**config.mk**
```make
export PLATFORM = sky130hd
export DESIGN_NAME = dma_prio_arbiter
export DESIGN_NICKNAME = d
export VERILOG_FILES = /design/src/rtl/dma_arb_pkg.sv /design/src/rtl/dma_arb_pick.sv /design/src/rtl/dma_req_capture.sv /design/src/rtl/dma_addr_counter.sv /design/src/rtl/dma_prio_arbiter.sv
export SDC_FILE = /design/constraint.sdc
export NUM_CORES = 1
export LEC_CHECK = 0
export CAP_MARGIN = 10
export CORE_MARGIN = 2
export CORE_UTILIZATION = 65
export DETAILED_ROUTE_END_ITERATION = 10
export DONT_BUFFER_PORTS = 1
export PLACE_DENSITY = 0.78
export SETUP_SLACK_MARGIN = 0.4
export SKIP_LAST_GASP = 1
export SLEW_MARGIN = 25
export SYNTH_ARGS = -nofsm -noshare
export SYNTH_HDL_FRONTEND = slang
export SYNTH_HIERARCHICAL = 1
export SYNTH_SLANG_ARGS = --single-unit
```
**constraint.sdc**
```tcl
create_clock -name clk -period 3 [get_ports clk]
set_clock_uncertainty 0.15 [all_clocks]
set_input_delay 0.6 -clock clk [delete_from_list [all_inputs] [get_ports clk]]
set_output_delay 0.6 -clock clk [all_outputs]
set_load 0.1 [all_outputs]
```
**src/rtl/dma_arb_pkg.sv**
```systemverilog
package dma_arb_pkg;
   typedef enum logic [1:0] {
      ARB_IDLE = 2'd0,
      ARB_WAIT = 2'd1,
      ARB_ACK  = 2'd2
   } arb_state_t;
endpackage

```
**src/rtl/dma_arb_pick.sv**
```systemverilog
module dma_arb_pick #(
   parameter int N              = 4,
   parameter bit HIGH_IDX_FIRST = 1'b0,
   localparam int IW            = $clog2(N)
) (
   input  logic [N-1:0]  pend_i,
   output logic [N-1:0]  oh_o,
   output logic [IW-1:0] idx_o,
   output logic          any_o
);
   generate
      if (N < 2) begin : g_bad_n
         $error("dma_arb_pick: N must be at least 2");
      end
      if (HIGH_IDX_FIRST) begin : g_high
         always_comb begin
            oh_o  = '0;
            idx_o = '0;
            for (int i = 0; i < N; i++) begin
               if (pend_i[i]) begin
                  oh_o  = '0;
                  oh_o[i] = 1'b1;
                  idx_o = IW'(i);
               end
            end
         end
      end else begin : g_low
         always_comb begin
            oh_o  = '0;
            idx_o = '0;
            for (int i = N - 1; i >= 0; i--) begin
               if (pend_i[i]) begin
                  oh_o  = '0;
                  oh_o[i] = 1'b1;
                  idx_o = IW'(i);
               end
            end
         end
      end
   endgenerate

   assign any_o = |pend_i;

   always_comb begin
      assert_pick_onehot_R1: assert ($onehot0(oh_o) && (any_o == (oh_o != '0)));
   end
endmodule

```
**src/rtl/dma_req_capture.sv**
```systemverilog
module dma_req_capture #(
   parameter int N = 4
) (
   input  logic         clk,
   input  logic         rst_n,
   input  logic [N-1:0] req_i,
   input  logic [N-1:0] seq_i,
   input  logic [N-1:0] mask_i,
   input  logic [N-1:0] clr_i,
   output logic [N-1:0] pend_o,
   output logic [N-1:0] seq_o
);
   logic [N-1:0] take;

   assign take = req_i & ~mask_i & ~clr_i;

   always_ff @(posedge clk or negedge rst_n) begin
      if (!rst_n) begin
         pend_o <= '0;
      end else begin
         pend_o <= (pend_o | take) & ~clr_i;
      end
   end

   generate
      for (genvar g = 0; g < N; g++) begin : g_seq
         always_ff @(posedge clk or negedge rst_n) begin
            if (!rst_n) begin
               seq_o[g] <= 1'b0;
            end else if (take[g] && !pend_o[g]) begin
               seq_o[g] <= seq_i[g];
            end
         end
      end
   endgenerate

   assert_pend_sticky_R8: assert property (@(posedge clk) disable iff (!rst_n)
      (pend_o != '0) && (clr_i == '0) |=> ((pend_o & $past(pend_o)) == $past(pend_o)));
endmodule

```
**src/rtl/dma_addr_counter.sv**
```systemverilog
module dma_addr_counter #(
   parameter int W    = 16,
   parameter int STEP = 1
) (
   input  logic         clk,
   input  logic         rst_n,
   input  logic         load_i,
   input  logic [W-1:0] load_val_i,
   input  logic         done_i,
   input  logic         dec_i,
   output logic [W-1:0] cnt_o
);
   localparam logic [W-1:0] STEP_V = W'(STEP);

   generate
      if (W < 2) begin : g_bad_w
         $error("dma_addr_counter: W must be at least 2");
      end
      if (STEP < 1) begin : g_bad_step
         $error("dma_addr_counter: STEP must be positive");
      end
   endgenerate

   always_ff @(posedge clk or negedge rst_n) begin
      if (!rst_n) begin
         cnt_o <= '0;
      end else if (load_i) begin
         cnt_o <= load_val_i;
      end else if (done_i) begin
         cnt_o <= dec_i ? cnt_o - STEP_V : cnt_o + STEP_V;
      end
   end

   assert_load_wins_R6: assert property (@(posedge clk) disable iff (!rst_n)
      load_i |=> cnt_o == $past(load_val_i));
   assert_step_dir_R5: assert property (@(posedge clk) disable iff (!rst_n)
      (done_i && !load_i) |=> cnt_o == ($past(dec_i) ? $past(cnt_o) - STEP_V
                                                     : $past(cnt_o) + STEP_V));
endmodule

```
**src/rtl/dma_prio_arbiter.sv**
```systemverilog
module dma_prio_arbiter
   import dma_arb_pkg::*;
#(
   parameter int NUM_CH = 4,
   parameter int ADDR_W = 16,
   parameter int STEP   = 1,
   localparam int IW    = $clog2(NUM_CH)
) (
   input  logic              clk,
   input  logic              rst_n,
   input  logic [NUM_CH-1:0] req_i,
   input  logic [NUM_CH-1:0] seq_i,
   input  logic [NUM_CH-1:0] rw_i,
   input  logic [NUM_CH-1:0] dir_dec_i,
   input  logic [NUM_CH-1:0] load_i,
   input  logic [ADDR_W-1:0] load_val_i,
   input  logic              pwr_down_i,
   input  logic              bus_ack_i,
   output logic              dma_next_o,
   output logic [ADDR_W-1:0] addr_o,
   output logic              rw_o,
   output logic              seq_o,
   output logic [NUM_CH-1:0] pack_o
);
   arb_state_t        state_q;
   logic [NUM_CH-1:0] pend;
   logic [NUM_CH-1:0] seq_q;
   logic [NUM_CH-1:0] pick_oh;
   logic [IW-1:0]     pick_idx;
   logic              pick_any;
   logic [NUM_CH-1:0] gnt_oh_q;
   logic [NUM_CH-1:0] done;
   logic              lock_q;
   logic              locked;
   logic [ADDR_W-1:0] cnt [NUM_CH];

   generate
      if (NUM_CH < 2) begin : g_bad_ch
         $error("dma_prio_arbiter: NUM_CH must be at least 2");
      end
      if (ADDR_W < 2) begin : g_bad_aw
         $error("dma_prio_arbiter: ADDR_W must be at least 2");
      end
   endgenerate

   assign done   = (state_q == ARB_WAIT && bus_ack_i) ? gnt_oh_q : '0;
   assign locked = lock_q | pwr_down_i;

   dma_req_capture #(.N(NUM_CH)) u_cap (
      .clk    (clk),
      .rst_n  (rst_n),
      .req_i  (req_i),
      .seq_i  (seq_i),
      .mask_i (pack_o),
      .clr_i  (done),
      .pend_o (pend),
      .seq_o  (seq_q)
   );

   dma_arb_pick #(.N(NUM_CH), .HIGH_IDX_FIRST(1'b0)) u_pick (
      .pend_i (pend),
      .oh_o   (pick_oh),
      .idx_o  (pick_idx),
      .any_o  (pick_any)
   );

   generate
      for (genvar g = 0; g < NUM_CH; g++) begin : g_cnt
         dma_addr_counter #(.W(ADDR_W), .STEP(STEP)) u_cnt (
            .clk        (clk),
            .rst_n      (rst_n),
            .load_i     (load_i[g]),
            .load_val_i (load_val_i),
            .done_i     (done[g]),
            .dec_i      (dir_dec_i[g]),
            .cnt_o      (cnt[g])
         );
      end
   endgenerate

   always_ff @(posedge clk or negedge rst_n) begin
      if (!rst_n) begin
         lock_q <= 1'b0;
      end else if (pwr_down_i) begin
         lock_q <= 1'b1;
      end
   end

   always_ff @(posedge clk or negedge rst_n) begin
      if (!rst_n) begin
         state_q  <= ARB_IDLE;
         gnt_oh_q <= '0;
         addr_o   <= '0;
         rw_o     <= 1'b0;
         seq_o    <= 1'b0;
         pack_o   <= '0;
      end else begin
         unique case (state_q)
            ARB_IDLE: begin
               if (pick_any && !locked) begin
                  state_q  <= ARB_WAIT;
                  gnt_oh_q <= pick_oh;
                  addr_o   <= cnt[pick_idx];
                  rw_o     <= rw_i[pick_idx];
                  seq_o    <= seq_q[pick_idx];
               end
            end
            ARB_WAIT: begin
               if (bus_ack_i) begin
                  state_q <= ARB_ACK;
                  pack_o  <= gnt_oh_q;
               end
            end
            ARB_ACK: begin
               state_q <= ARB_IDLE;
               pack_o  <= '0;
            end
            default: state_q <= ARB_IDLE;
         endcase
      end
   end

   assign dma_next_o = (state_q == ARB_WAIT);

   assert_pack_onehot_R4: assert property (@(posedge clk) disable iff (!rst_n)
      $onehot0(pack_o) && !(dma_next_o && (pack_o != '0)));
   assert_pack_one_cycle_R4: assert property (@(posedge clk) disable iff (!rst_n)
      (pack_o != '0) |=> (pack_o == '0) && !dma_next_o);
   assert_pack_after_bus_ack_R3: assert property (@(posedge clk) disable iff (!rst_n)
      (dma_next_o && bus_ack_i) |=> (pack_o != '0) && !dma_next_o);
   assert_hold_while_waiting_R3: assert property (@(posedge clk) disable iff (!rst_n)
      (dma_next_o && !bus_ack_i) |=> dma_next_o && $stable(addr_o) && $stable(rw_o)
                                     && $stable(seq_o));
   assert_no_grant_when_locked_R7: assert property (@(posedge clk) disable iff (!rst_n)
      (lock_q && !dma_next_o) |=> !dma_next_o);
endmodule

```
==> parameters.txt <==
Parameter                              Value

Setup path
  Critical-path maximum fanout    4
  Slack of the worst reg-to-reg path    0.48 ns
  Buf/Inv on CP    0
  Worst flop-to-flop path endpoint    g_cnt[3].u_cnt/cnt_o[14]
  CP max stage cell    sky130_fd_sc_hd__dfrtp_1
  Cell count of the worst reg-to-reg path    7
  Gate family responsible for the most delay along the worst path    compound AO/OA/AOI/OAI gates
  List of cells traversed by the critical path    ha_1 -> a21o_1 -> a311oi_2 -> o21ai_1 -> a221oi_2 -> nor4b_1 -> or3_1
  FF-to-FF Start    g_cnt[3].u_cnt/cnt_o[2]
  Kind of end point of the critical path    flop
  Path type of the worst setup path    flop to flop
  Required time reported for the critical path endpoint    around 3.1 ns
  Largest stage delay, worst path    0.42 ns
  CP Launch Type    flop
  Worst endpoint data arrival time    2.59 ns

Finish
  Sequential cell area    2530 sq um
  Share of layout cells above drive strength 1    approximately 12%
  Antenna diodes    0
  Filler Cells Inserted    between 800 and 900
  Combined area of the multi-input logic cells    ~5200 sq um
  Area growth from synthesis to layout    5.08%
  Core occupancy in the finished layout    70.2%
  Number of nets at the end of the flow    906

Floorplanning
  Core box area    12100 sq um
  Vertical die dimension    115 microns
  Effective utilization at floorplan    66.8%
  Boundary Pins    63
  Die area    13300 sq um
  Floorplan row count    40
  Horiz. Die Dim    approximately 120 microns

Synth
  Portion of synthesized cell area occupied by the leading cell type    31.4%
  Most area-hungry cell type in the Yosys netlist    sky130_fd_sc_hd__dfrtp_1
  Share of the yosys chip area belonging to registers    31.4%
  Synthesized net count    915
  Post-synthesis instance total    815
  Synth Flop Type    sky130_fd_sc_hd__dfrtp_1
  Post-synthesis cell type count    77
  Avg Inst Size Synth    ~9.9 sq um
  Syn Std Cell Area    8050 sq um
  Total number of yosys warnings    6
  Most area-consuming cells after synthesis    sky130_fd_sc_hd__dfrtp_1 (31%), sky130_fd_sc_hd__ha_1 (8.7%), sky130_fd_sc_hd__a21oi_1 (3.8%)
  Synth async-reset ratio    between 90% and 100%
  Flop and latch count out of synthesis    approximately 100
  Count of flip-flops with a built-in enable after synthesis    0

Routing
  Remaining routing DRC violations    0
  Via count    6925
  Avg Vias per Cell    7.08
  First-iteration detailed-routing DRC count    662
  Wire length per cell    approximately 22 microns
  Routed WL    21.5 mm
  Number of detailed-route iterations in the first pass    6
  Residual antenna-violating net count after detailed routing    0

Global routing
  Global router's overall resource usage    about 33%
  Antenna violations before repair    0
  Largest net degree at the start of global routing    102
  Total congestion overflow    0
  Number of global-route vias before repair    6561
  First-pass GRT wire length    34.1 mm

Placed design
  Placer Congestion    0.979
  HPWL after DPL    15.8 mm
  Port Buf Inserts    0

Clock tree
  Clock tree from TritonCTS    yes
  Clock Latency Late Sink    0.34 ns
  Count of H-tree levels built during CTS    3
  Clock tree root driver cell    sky130_fd_sc_hd__clkbuf_16
  CTS sink count    101
  Max clock buf depth    2
  CTS buffer count    9
  Clock transition at the register clock pins on the worst setup and hold paths after CTS    0.07 ns

Job
  Max capacitance violation total    0

Timing
  Post-route minimum period    2.52 ns
  Slew margin rel.    between 30% and 40%
  Number of slew-limit violations in the final report    0
  Number of hold violations in the final report    approximately 100
  RSZ-0062 raised after global routing    yes
  Summed negative setup slack over all endpoints    0 ns
  Setup violations, final    0
  Worst slack on hold paths    -0.205 ns
  Highest Clock Rate    397 MHz
  Post-route fraction of the period consumed by the critical path    84.1%
  Worst Max-Slew Pin Slew    1.01 ns

Power and ir drop
  PwrDens    474 nW/um^2
  Pleak    about 3.7 nW
  Max IR drop VDD    0.288 mV

Outcome
  Violations in the final reports    hold timing
  Status    finished, violations left

Hold path
  Hold WC Path Type    primary input to asynchronous set/reset pin
[cell families (layout without fill, tap and decap cells)]
| family | count (synthesis) | after routing | synth area share [%] |
|---|---|---|---|
| xor gates and xnor gates | 36 | 36 | 3.91 |
| AOI/OAI and AO/OA | 274 | 274 | 23.1 |
| adders and majority gates | 60 | 60 | 9.69 |
| buffers and inverters | 56 | 51 | 3.91 |
| and+or+nand+nor | 221 | 221 | 16.0 |
| DFF | 101 | 101 | 31.4 |
| muxes | 67 | 67 | 12.0 |
[metrics by stage]
stage          instance area, sq um  power (mW)  setup slack (ns)  std cells
2_1_floorplan                  8060        2.55             0.402        815
3_3_place_gp                   8120        2.69             0.270        958
3_5_place_dp                   8120        2.74             0.223        958
4_1_cts                        8420        3.98             0.412        973
5_1_grt                        8460        4.20             0.344        978
6_report                       8460        4.01             0.478        978
[area by class of cell]
class                   count  share of cell area [%]
clock buffers              11                    2.75
clock inverters             4                   0.872
inverters                  22                   0.976
multi-input cells         658                    61.8
flip-flops and latches    101                    29.9
well taps                 168                    2.48
repair buffers             14                    1.24
[power by group]
group	total (mW)	internal [mW]	leakage, nW	switching [mW]
logic	1.03	0.472	2.27	0.562
registers	1.73	1.46	1.24	0.270
clock network	1.24	0.728	0.150	0.513
[sequential cells by signal, indices dropped and copies added, names as in the netlist]
register and cells:
state_q 2, seq_o 1, g_cnt.u_cnt/cnt_o 64, lock_q 1
u_cap/pend_o 4, pack_o 4, u_cap/seq_o 4, addr_o 16
rw_o 1, gnt_oh_q 4
[routing by layer]
layer | track usage (%) | vias to the layer above | share of wire (%)
met2 | 53.9 | 338 | 48
met4 | 11.3 | 0 | 2.7
li1 | - | 3128 | -
met3 | 6.69 | 50 | 8.4
met1 | 43.7 | 3409 | 41
met5 | 0 | - | 0
[worst max-delay path by stage]
stage                     slack (ns)               startpoint                       end  cells after the start
final                           0.48  g_cnt[3].u_cnt/cnt_o[2]  g_cnt[3].u_cnt/cnt_o[14]                      7
after global routing            0.34  g_cnt[3].u_cnt/cnt_o[0]  g_cnt[3].u_cnt/cnt_o[14]                      7
after CTS                       0.41  g_cnt[3].u_cnt/cnt_o[0]  g_cnt[3].u_cnt/cnt_o[14]                      7
after detailed placement        0.22             dir_dec_i[3]  g_cnt[3].u_cnt/cnt_o[14]                      7
after global placement          0.27             dir_dec_i[3]  g_cnt[3].u_cnt/cnt_o[14]                      7
after floorplan                 0.40             dir_dec_i[3]  g_cnt[3].u_cnt/cnt_o[14]                      7
[cell usage after synthesis, types with 6 or more instances]
library cell                  n
sky130_fd_sc_hd__dfrtp_1    101
sky130_fd_sc_hd__a21oi_1     61
sky130_fd_sc_hd__o21ai_0     59
sky130_fd_sc_hd__nand2_1     57
sky130_fd_sc_hd__ha_1        56
sky130_fd_sc_hd__nor2_1      31
sky130_fd_sc_hd__mux2_2      27
sky130_fd_sc_hd__a22oi_1     22
sky130_fd_sc_hd__inv_1       22
sky130_fd_sc_hd__a21o_1      21
sky130_fd_sc_hd__mux2i_1     21
sky130_fd_sc_hd__xnor2_1     21
sky130_fd_sc_hd__nand3_1     16
sky130_fd_sc_hd__nor2b_1     16
sky130_fd_sc_hd__xor2_1      15
sky130_fd_sc_hd__o211ai_1    13
sky130_fd_sc_hd__and3_1      12
sky130_fd_sc_hd__clkbuf_1    12
sky130_fd_sc_hd__a31oi_1     11
sky130_fd_sc_hd__nand3b_1    11
sky130_fd_sc_hd__nand4_1     11
sky130_fd_sc_hd__buf_6       10
sky130_fd_sc_hd__mux4_1      10
sky130_fd_sc_hd__nor3_1      10
sky130_fd_sc_hd__or3_1       10
sky130_fd_sc_hd__a211oi_1     8
sky130_fd_sc_hd__mux4_2       8
sky130_fd_sc_hd__nand2b_1     8
sky130_fd_sc_hd__o211a_1      8
sky130_fd_sc_hd__o21ai_1      8
sky130_fd_sc_hd__o21bai_1     7
sky130_fd_sc_hd__a2111oi_0    6
sky130_fd_sc_hd__nor3b_1      6
sky130_fd_sc_hd__o21a_1       6
[cells in the final DEF, fill, tap and decap left out, types with 7 or more instances in the layout]
cell type / n
sky130_fd_sc_hd__dfrtp_1: 100
sky130_fd_sc_hd__mux2_2: 27
sky130_fd_sc_hd__mux4_1: 10
sky130_fd_sc_hd__clkbuf_16: 9
sky130_fd_sc_hd__inv_1: 22
sky130_fd_sc_hd__nand3b_1: 11
sky130_fd_sc_hd__nand2_1: 57
sky130_fd_sc_hd__o21ai_1: 9
sky130_fd_sc_hd__ha_1: 56
sky130_fd_sc_hd__o211ai_1: 13
sky130_fd_sc_hd__a21oi_1: 60
sky130_fd_sc_hd__nand2b_1: 8
sky130_fd_sc_hd__a31oi_1: 11
sky130_fd_sc_hd__and3_1: 12
sky130_fd_sc_hd__or3_1: 10
sky130_fd_sc_hd__o21ai_0: 58
sky130_fd_sc_hd__mux4_2: 8
sky130_fd_sc_hd__nor2b_1: 15
sky130_fd_sc_hd__a22oi_1: 22
sky130_fd_sc_hd__a21o_1: 21
sky130_fd_sc_hd__o21bai_1: 7
sky130_fd_sc_hd__buf_4: 14
sky130_fd_sc_hd__o211a_1: 8
sky130_fd_sc_hd__nand4_1: 11
sky130_fd_sc_hd__xor2_1: 15
sky130_fd_sc_hd__mux2i_1: 21
sky130_fd_sc_hd__nand3_1: 16
sky130_fd_sc_hd__a211oi_1: 8
sky130_fd_sc_hd__xnor2_1: 21
sky130_fd_sc_hd__nor2_1: 31
sky130_fd_sc_hd__nor3_1: 9
[worst register-to-register path, cell delays in order, from the launching register on]
cell and delay [ns]:
sky130_fd_sc_hd__dfrtp_1 0.42, sky130_fd_sc_hd__ha_1 0.36, sky130_fd_sc_hd__a21o_1 0.24, sky130_fd_sc_hd__a311oi_2 0.40, sky130_fd_sc_hd__o21ai_1 0.12, sky130_fd_sc_hd__a221oi_2 0.28, sky130_fd_sc_hd__nor4b_1 0.08, sky130_fd_sc_hd__or3_1 0.36
[repair_timing]
item,in CTS,in global routing
buffers inserted,0,5
endpoints found under the setup margin,1,3
resized for setup,0,3
hold endpoints to repair,101,101
pin swaps,1,4
No activity file was read; power rests on OpenSTA's default activity.
